===== config.mk =====
export PLATFORM = sky130hd
export DESIGN_NAME = circ_addr_gen
export DESIGN_NICKNAME = d
export VERILOG_FILES = /design/src/rtl/cbag_pkg.sv /design/src/rtl/cbag_size_pick.sv /design/src/rtl/cbag_wrap.sv /design/src/rtl/circ_addr_gen.sv
export SDC_FILE = /design/constraint.sdc
export NUM_CORES = 1
export LEC_CHECK = 0
export BUFFER_PORTS_ARGS = -buffer_cell sky130_fd_sc_hd__buf_2
export CAP_MARGIN = 20
export CORE_MARGIN = 2
export CORE_UTILIZATION = 30
export CTS_BUF_LIST = sky130_fd_sc_hd__clkbuf_16
export DETAILED_ROUTE_END_ITERATION = 10
export GPL_ROUTABILITY_DRIVEN = 0
export PLACE_DENSITY = 0.46
export SLEW_MARGIN = 20
export SYNTH_ARGS = -nofsm -noshare
export SYNTH_HDL_FRONTEND = slang
export SYNTH_SLANG_ARGS = --single-unit

===== constraint.sdc =====
create_clock -name clk_i -period 17.25 [get_ports clk_i]
set_input_delay 1.725 -clock clk_i [delete_from_list [all_inputs] [get_ports clk_i]]
set_output_delay 1.725 -clock clk_i [all_outputs]
set_load 0.05 [all_outputs]

===== src/rtl/cbag_pkg.sv =====
package cbag_pkg;
  typedef enum logic [1:0] {
    SZ_B1 = 2'd0,
    SZ_B2 = 2'd1,
    SZ_B4 = 2'd2,
    SZ_B8 = 2'd3
  } size_e;
  localparam int unsigned MAX_LOG = 3;
endpackage


===== src/rtl/cbag_size_pick.sv =====
module cbag_size_pick
  import cbag_pkg::*;
#(
  parameter int unsigned AW = 32,
  parameter int unsigned CW = 16
) (
  input  logic [AW-1:0] src_i,
  input  logic [AW-1:0] dst_i,
  input  logic [CW-1:0] rem_i,
  input  logic [AW-1:0] room_i,
  output size_e         size_o
);
  // ascending scan: the last width that fits is the widest
  always_comb begin
    size_o = SZ_B1;
    for (int k = 1; k <= int'(MAX_LOG); k++) begin
      if ((((src_i | dst_i) & AW'((32'd1 << k) - 32'd1)) == '0) &&
          (rem_i >= CW'(32'd1 << k)) &&
          (room_i >= AW'(32'd1 << k)))
        size_o = size_e'(k);
    end
  end
endmodule


===== src/rtl/cbag_wrap.sv =====
module cbag_wrap #(
  parameter int unsigned AW = 32,
  parameter int unsigned CW = 16
) (
  input  logic [AW-1:0] dst_i,
  input  logic [AW-1:0] step_i,
  input  logic [AW-1:0] end_i,
  input  logic [CW-1:0] len_i,
  output logic [AW-1:0] nxt_o
);
  logic [AW-1:0] sum;
  assign sum   = dst_i + step_i;
  assign nxt_o = (sum >= end_i) ? sum - AW'(len_i) : sum;
endmodule


===== src/rtl/circ_addr_gen.sv =====
module circ_addr_gen
  import cbag_pkg::*;
#(
  parameter int unsigned AW = 32,
  parameter int unsigned CW = 16
) (
  input  logic          clk_i,
  input  logic          rst_ni,
  input  logic          start_i,
  input  logic [AW-1:0] src_i,
  input  logic [AW-1:0] idx_i,
  input  logic [AW-1:0] base_i,
  input  logic [CW-1:0] len_i,
  input  logic [CW-1:0] count_i,
  output logic          cmd_valid_o,
  input  logic          cmd_ready_i,
  output logic [AW-1:0] cmd_addr_o,
  output logic [AW-1:0] cmd_src_o,
  output logic [1:0]    cmd_size_o,
  output logic [AW-1:0] idx_o,
  output logic          busy_o,
  output logic          done_o,
  output logic          err_o
);
  logic          busy_q, done_q, err_q;
  logic [AW-1:0] src_q, dst_q, base_q, end_q;
  logic [CW-1:0] len_q, rem_q;
  logic [AW-1:0] room, step, dst_nxt;
  size_e         size;
  logic          fire, bad_req;

  assign room    = end_q - dst_q;
  assign step    = AW'(1) << size;
  assign fire    = busy_q & cmd_ready_i;
  assign bad_req = (len_i == '0) || (count_i > len_i);

  cbag_size_pick #(.AW(AW), .CW(CW)) u_pick (
    .src_i (src_q),
    .dst_i (dst_q),
    .rem_i (rem_q),
    .room_i(room),
    .size_o(size)
  );

  cbag_wrap #(.AW(AW), .CW(CW)) u_wrap (
    .dst_i (dst_q),
    .step_i(step),
    .end_i (end_q),
    .len_i (len_q),
    .nxt_o (dst_nxt)
  );

  always_ff @(posedge clk_i or negedge rst_ni) begin
    if (!rst_ni) begin
      busy_q <= 1'b0;
      done_q <= 1'b0;
      err_q  <= 1'b0;
      src_q  <= '0;
      dst_q  <= '0;
      base_q <= '0;
      end_q  <= '0;
      len_q  <= '0;
      rem_q  <= '0;
    end else begin
      done_q <= 1'b0;
      err_q  <= 1'b0;
      if (!busy_q) begin
        if (start_i) begin
          if (bad_req) begin
            err_q <= 1'b1;
          end else if (count_i == '0) begin
            done_q <= 1'b1;
          end else begin
            busy_q <= 1'b1;
            src_q  <= src_i;
            dst_q  <= idx_i;
            base_q <= base_i;
            end_q  <= base_i + AW'(len_i);
            len_q  <= len_i;
            rem_q  <= count_i;
          end
        end
      end else if (fire) begin
        src_q <= src_q + step;
        dst_q <= dst_nxt;
        rem_q <= rem_q - CW'(step);
        if (rem_q == CW'(step)) begin
          busy_q <= 1'b0;
          done_q <= 1'b1;
        end
      end
    end
  end

  assign cmd_valid_o = busy_q;
  assign cmd_addr_o  = dst_q;
  assign cmd_src_o   = src_q;
  assign cmd_size_o  = size;
  assign idx_o       = dst_q;
  assign busy_o      = busy_q;
  assign done_o      = done_q;
  assign err_o       = err_q;
endmodule


=== Word-level counts from Yosys, hierarchy flattened ===
Cells that the tools add are included.

* Bits in registers: 131
* Word-level logic and storage cells: 81
* Output and inout port bits: 102
* Bits of input ports: 132

* Multiplexer cells: 34
* Reduce and logical (&&, ||, !) cells: 15
* Bitwise operators: 5
* Eq/ne operators: 4
* Shifts and indexed selects: 1
* $lt $le $gt $ge: 8
* Add/subtract/negate cells: 6

{| class="wikitable"
|+ Operator list
! operator !! count
|-
| 2-to-1 mux 32 bit || 11
|-
| zero test 32 bit || 3
|-
| 2-to-1 mux 16 bit || 5
|-
| adder 32 bit || 2
|-
| adder 32 x 16 -> 32 bit || 1
|-
| >= comparator 32 x 2 -> 1 bit (second input constant) || 1
|-
| >= comparator 32 x 3 -> 1 bit (second input constant) || 1
|-
| >= comparator 32 bit || 1
|-
| >= comparator 32 x 4 -> 1 bit (second input constant) || 1
|-
| zero test 16 bit || 2
|-
| << shifter 1 x 2 -> 32 bit (first input constant) || 1
|-
| subtractor 32 x 16 -> 32 bit || 1
|-
| subtractor 32 bit || 1
|-
| == test 16 bit || 1
|-
| >= comparator 16 x 2 -> 1 bit (second input constant) || 1
|-
| >= comparator 16 x 3 -> 1 bit (second input constant) || 1
|-
| >= comparator 16 x 4 -> 1 bit (second input constant) || 1
|-
| > comparator 16 bit || 1
|-
| 2-to-1 mux 1 bit || 16
|-
| subtractor 16 bit || 1
|-
| AND reduction 4 bit || 2
|-
| logical AND 1 bit || 6
|-
| 2-to-1 mux 2 bit || 2
|-
| != test 2 bit (second input constant) || 2
|-
| 6 further kinds || 8
|}

=== Longest topological paths before layout ===
* Depth after elaboration: 13
* Depth in mapped cells: 33
* Gate-level depth less buffers: 32

=== Hierarchy ===
From an unflattened synthesis, not the netlist that was laid out.

* Cells, all modules: 1746
* Area total of the unflattened synthesis: 13992.2 um2

{| class="wikitable"
|+ Modules (own cells, without submodules)
! module !! cells an instance !! times used !! area an instance (um2)
|-
| circ_addr_gen || 1174 || 1 || 9978.3
|-
| cbag_wrap || 545 || 1 || 3853.7
|-
| cbag_size_pick || 27 || 1 || 160.2
|}

=== Worst setup path before layout ===
OpenSTA, ideal clock, no wires.

* Path type: reg2reg
* Start: reg dst_q[19] (netlist: cmd_addr_o[19])
* End: reg dst_q[28] (netlist: cmd_addr_o[28])
* Data arrival time: 7.523 ns
* Path slack: 9.593 ns
* Data required time: 17.116 ns
* Clock period less this slack: 7.657 ns
* Cell stages (with the launch flop): 31
* Path through: dfrtp_1 clkbuf_1 inv_1 ha_1 clkbuf_1 nand2_1 nor4_2 nand2_1 a41oi_1 a22o_1 nand4_1 a2111oi_0 nand4_1 o21a_1 nor2_1 ha_1 a211oi_1 o21bai_4 nand2_1 xnor2_1 ha_1 o21a_1 o21a_1 a21oi_1 o21ai_1 or4_1 a311oi_1 nand3_1 or3_1 a31oi_1 o31ai_1

* Elaborated cells between the ends (all ways): 17
* Classes of those cells: add/sub (3); order compare (4); shift (1); mux (6); reduce/logical (3)

{| class="wikitable"
|+ RTL lines
! element !! line !! source
|-
| from (decl) || circ_addr_gen.sv:26 || <nowiki>logic [AW-1:0] src_q, dst_q, base_q, end_q;</nowiki>
|-
| from (signal assigned) || circ_addr_gen.sv:76 || <nowiki>dst_q <= idx_i;</nowiki>
|-
| from (signal assigned) || circ_addr_gen.sv:85 || <nowiki>dst_q <= dst_nxt;</nowiki>
|-
| subtractor 32 bit * || circ_addr_gen.sv:32 || <nowiki>assign room = end_q - dst_q;</nowiki>
|-
| >= comparator 32 x 3 -> 1 bit || cbag_size_pick.sv:19 || <nowiki>(room_i >= AW'(32'd1 << k)))</nowiki>
|-
| logical AND 1 bit || cbag_size_pick.sv:18 || <nowiki>(rem_i >= CW'(32'd1 << k)) &&</nowiki>
|-
| 2-to-1 mux 2 bit || cbag_size_pick.sv:17 || <nowiki>if ((((src_i | dst_i) & AW'((32'd1 << k) - 32'd1)) == '0) &&</nowiki>
|-
| 2-to-1 mux 2 bit * || cbag_size_pick.sv:17 ||
|-
| via cmd_size_o[1] || circ_addr_gen.sv:19 || <nowiki>output logic [1:0] cmd_size_o,</nowiki>
|-
| << shifter 1 x 2 -> 32 bit * || circ_addr_gen.sv:33 || <nowiki>assign step = AW'(1) << size;</nowiki>
|-
| adder 32 bit * || cbag_wrap.sv:12 || <nowiki>assign sum = dst_i + step_i;</nowiki>
|-
| subtractor 32 x 16 -> 32 bit or >= comparator 32 bit (tied branches) || cbag_wrap.sv:13 || <nowiki>assign nxt_o = (sum >= end_i) ? sum - AW'(len_i) : sum;</nowiki>
|-
| 2-to-1 mux 32 bit * || cbag_wrap.sv:13 ||
|-
| 2-to-1 mux 32 bit * || circ_addr_gen.sv:83 || <nowiki>end else if (fire) begin</nowiki>
|-
| 2-to-1 mux 32 bit * || circ_addr_gen.sv:67 || <nowiki>if (!busy_q) begin</nowiki>
|}

The timed path passes the listed nets; every way through them passes the cells marked *. The select of a mux whose other input is x is not followed.
A chain may end at the register's enable or synchronous reset.

=== Worst setup path after layout ===
* Start: reg dst_q[0] (netlist: cmd_addr_o[0])
* End: reg dst_q[19] (netlist: cmd_addr_o[19])

* Longest elaborated chain between the ends: 13
* Elaborated cells between the ends (all ways): 24
* Classes of those cells: add/sub (3); order compare (4); shift (1); mux (6); bitwise (1); reduce/logical (9)

{| class="wikitable"
|+ RTL lines
! element !! line
|-
| parallel branches: the longest is 8 deep, another holds subtractor 32 bit || n/a
|-
| adder 32 bit * || cbag_wrap.sv:12
|-
| subtractor 32 x 16 -> 32 bit or >= comparator 32 bit (tied branches) || cbag_wrap.sv:13
|-
| 2-to-1 mux 32 bit * || cbag_wrap.sv:13
|-
| 2-to-1 mux 32 bit * || circ_addr_gen.sv:83
|-
| 2-to-1 mux 32 bit * || circ_addr_gen.sv:67
|}

Every way passes the cells marked *. The select of a mux whose other input is x is not followed.

==> reports/results.tsv <==
stage	metric	value	unit
run_status	outcome	completed	
synth	Synth Net Count	2011	
timing	Final Critical Period	9290	ps
synth	Primary FF master, synth	dfrtp_1	
routing	routed len/inst	20.4	µm
worst_setup_path	Crit path largest cell delay	850	ps
timing	slew margin rel.	35.0	%
min_path	Hold Crit Start	len_q[7]	
clocking	Root Buffer	clkbuf_16	
floorplan	io pins	234	
worst_setup_path	CP Launch Type	flip-flop	
global_route	vias in the first global route	13000	
synth	YS warnings	0	
layout	final-stage net count	2161	
layout	Area growth syn-to-layout	15.2	%
synth	post-synthesis compound-gate area fraction	25.8	%
synth	area leader, netlist	dfrtp_1	
clocking	CTS Sinks	131	
worst_setup_path	Crit path required time	17570	ps
min_path	Hold EP	len_q[7]	
worst_setup_path	critical path class	flip-flop to flip-flop	
synth	EDFF count, synth	0	
layout	Fill cells	4757	
clocking	CTS tree	yes	
placement	DP HPWL	40.2	mm
worst_setup_path	arrival time at the worst endpoint	9610	ps
routing	1st-iter DRT viols	973	
worst_setup_path	Worst R2R Setup Slack	7960	ps
flow_run	Max-cap violations	0	
pwr	static leakage	0.00731	µW
global_route	largest net degree at the start of global routing	80	
layout	Multi-input gate area	9160	µm²
worst_setup_path	reg2reg path depth	28	
timing	Fmax achieved	0.108	GHz
clocking	clk buf depth	2	
layout	Storage cell area	3280	µm²
timing	final hold viol count	0	
routing	DRT Wirelength	51.0	mm
routing	DRT antenna net count	0	
placement	Port Buffers	233	
synth	fraction of registers with async set/reset	100	%
synth	top cell type's share of synthesized area	24.3	%
timing	setup_tns	0	ps
clocking	htree depth	4	
timing	Least-Margin Pin Slew	975	ps
worst_setup_path	R2R Path Start	cmd_addr_o[0]	
global_route	total track usage	21.5	%
layout	Antenna diodes	0	
global_route	initial antenna violation count	0	
floorplan	die area	46600	µm²
synth	Avg Inst Size Synth	7.70	µm²
synth	XOR/XNOR Fraction of Synth Area	5.45	%
routing	drt drc	0	
routing	Vias per Instance	5.49	
layout	final core utilization	35.0	%
min_path	Tightest Hold Check Type	flip-flop to flip-flop	
synth	largest family of logic cells by synthesized area	compound AO/OA/AOI/OAI gates	
floorplan	DIE HEIGHT	216	µm
worst_setup_path	Slowest cell on crit path	nor4_1	
clocking	clock slew at reported path FFs	60	ps
timing	Setup violations, final	0	
synth	Mapped Cells	1750	
clocking	number of buffers created by CTS	17	
timing	RSZ-0062 raised after global routing	no	
placement	Setup WS pre-CTS	8130	ps
synth	register bit total from synthesis	131	
floorplan	starting density of the core	30.4	%
synth	adder-cell share of the synthesized area	12.3	%
floorplan	num rows	77	
synth	sequential area share after synthesis	24.3	%
clocking	Post-CTS Setup Bufs	0	
floorplan	Placeable Area	44300	µm²
global_route	gr ovfl total	0	
worst_setup_path	FF-to-FF End	cmd_addr_o[19]	
clocking	hold-fix buffers at CTS	0	
worst_setup_path	largest fanout on the critical path	24	
synth	Cell Area, Synth	13500	µm²
synth	simple logic cell fraction of the synthesized area	22.4	%
timing	period utilization	53.9	%
timing	Worst Clk Skew	14.0	ps
layout	most frequent cells in the layout	232 x buf_2, 152 x nand2_1, 140 x inv_1	
timing	Slew Limit Fails	0	
floorplan	Die W	216	µm
layout	commonest non-fill, non-tap cell in the layout	buf_2	
pwr	VDD IR max	93.0	µV
min_path	WHS Path Cells	2	
routing	via count	13700	
synth	synth top area cells	dfrtp_1 24%, ha_1 11%, o21ai_0 5.1%	
clocking	post-CTS sizing	0	
global_route	first-pass GRT wire length	77.5	mm
pwr	Power per Cell Area	240	nW/µm²
layout	layout cells sized above 1	16.2	%
clocking	Skew-Pair Late Insertion Delay	450	ps
worst_setup_path	Crit. End Element	flip-flop	
routing	Pre-antenna DRT Iters	5	
timing	final worst slack	7960	ps
synth	post-synthesis mux area share	1.83	%
synth	count of different cell masters after synthesis	89	
## worst max-delay path by stage
| stage | from | to | slack (ps) | cells past startpoint |
|---|---|---|---|---|
| 6_report | cmd_addr_o[0] | cmd_addr_o[19] | 7960 | 28 |
| 4_1_cts | cmd_addr_o[1] | cmd_addr_o[19] | 8100 | 27 |
| 3_3_place_gp | cmd_addr_o[1] | cmd_addr_o[19] | 8330 | 27 |
| 5_1_grt | cmd_addr_o[16] | cmd_addr_o[19] | 7280 | 27 |
| 3_5_place_dp | cmd_addr_o[1] | cmd_addr_o[19] | 8130 | 27 |
| 2_1_floorplan | cmd_addr_o[19] | cmd_addr_o[28] | 9590 | 30 |
## state kept, by name, summed over array words and instances (netlist names)
name / cells
busy_o: 1
cmd_addr_o: 32
cmd_src_o: 32
done_o: 1
end_q: 32
err_o: 1
len_q: 16
rem_q: 16
## critical path: cells and delay by family, from the launching register on
family                   cells  cell delay, ps
AO/OA/AOI/OAI                8            2970
XOR/XNOR                     1             250
adder cells (fa/ha/maj)      4            1340
buffers and inverters        1              50
flip-flops                   1             470
multiplexers                 1             410
AND/OR/NAND/NOR             13            3650
## report_power, final
part / leakage (µW) / internal, µW / switching, µW
logic: 0.00540 / 924 / 1770
clock network: 0.000282 / 223 / 149
registers: 0.00163 / 447 / 213
## layout make-up
class / instances / share of cell area [%]
Multi-Input combinational cell: 1371 / 59.0
Clock inverter: 15 / 0.975
Tap cell: 592 / 4.77
Timing Repair Buffer: 243 / 8.04
Inverter: 136 / 3.29
Clock buffer: 17 / 2.74
Sequential cell: 131 / 21.1
## cell families after synthesis
| kind of cell | after synthesis |
|---|---|
| and+or+nand+nor | 597 |
| AOI/OAI and AO/OA | 538 |
| buffers and inverters | 248 |
| DFF | 131 |
| adders and majority gates | 129 |
| xor gates and xnor gates | 83 |
| muxes | 24 |
## metal layers
metal / vias to the layer above / global-route usage (%) / share of wire [%] / wire length, µm
li1: 6672 / - / - / -
met1: 6620 / 30.0 / 47 / 24100
met2: 392 / 34.9 / 46 / 23500
met3: 63 / 2.75 / 4.6 / 2360
met4: 0 / 5.71 / 2.1 / 1090
met5: - / 0 / 0 / 0
## cells in the mapped netlist (30+ instances only)
| cell | instances |
|---|---|
| and3_1 | 42 |
| nand2_1 | 153 |
| nor2_1 | 132 |
| inv_1 | 136 |
| a21oi_1 | 128 |
| o22ai_1 | 30 |
| nand3_1 | 73 |
| clkbuf_1 | 62 |
| o21ai_0 | 137 |
| ha_1 | 123 |
| a21o_1 | 48 |
| xnor2_1 | 57 |
| nor3_1 | 51 |
| dfrtp_1 | 131 |
| buf_4 | 33 |
| nand4_1 | 30 |
## metrics by stage
step / hold slack (ps) / total power [µW] / instances / instance area [µm²]
after floorplan: 450 / 2640 / 1750 / 13500
after global placement: 465 / 3320 / 2473 / 14900
after detailed placement: 471 / 3330 / 2473 / 14900
after CTS: 483 / 3720 / 2505 / 15500
after global routing: 498 / 4020 / 2505 / 15500
final: 479 / 3730 / 2505 / 15500
(Power assumes the default switching activity.)
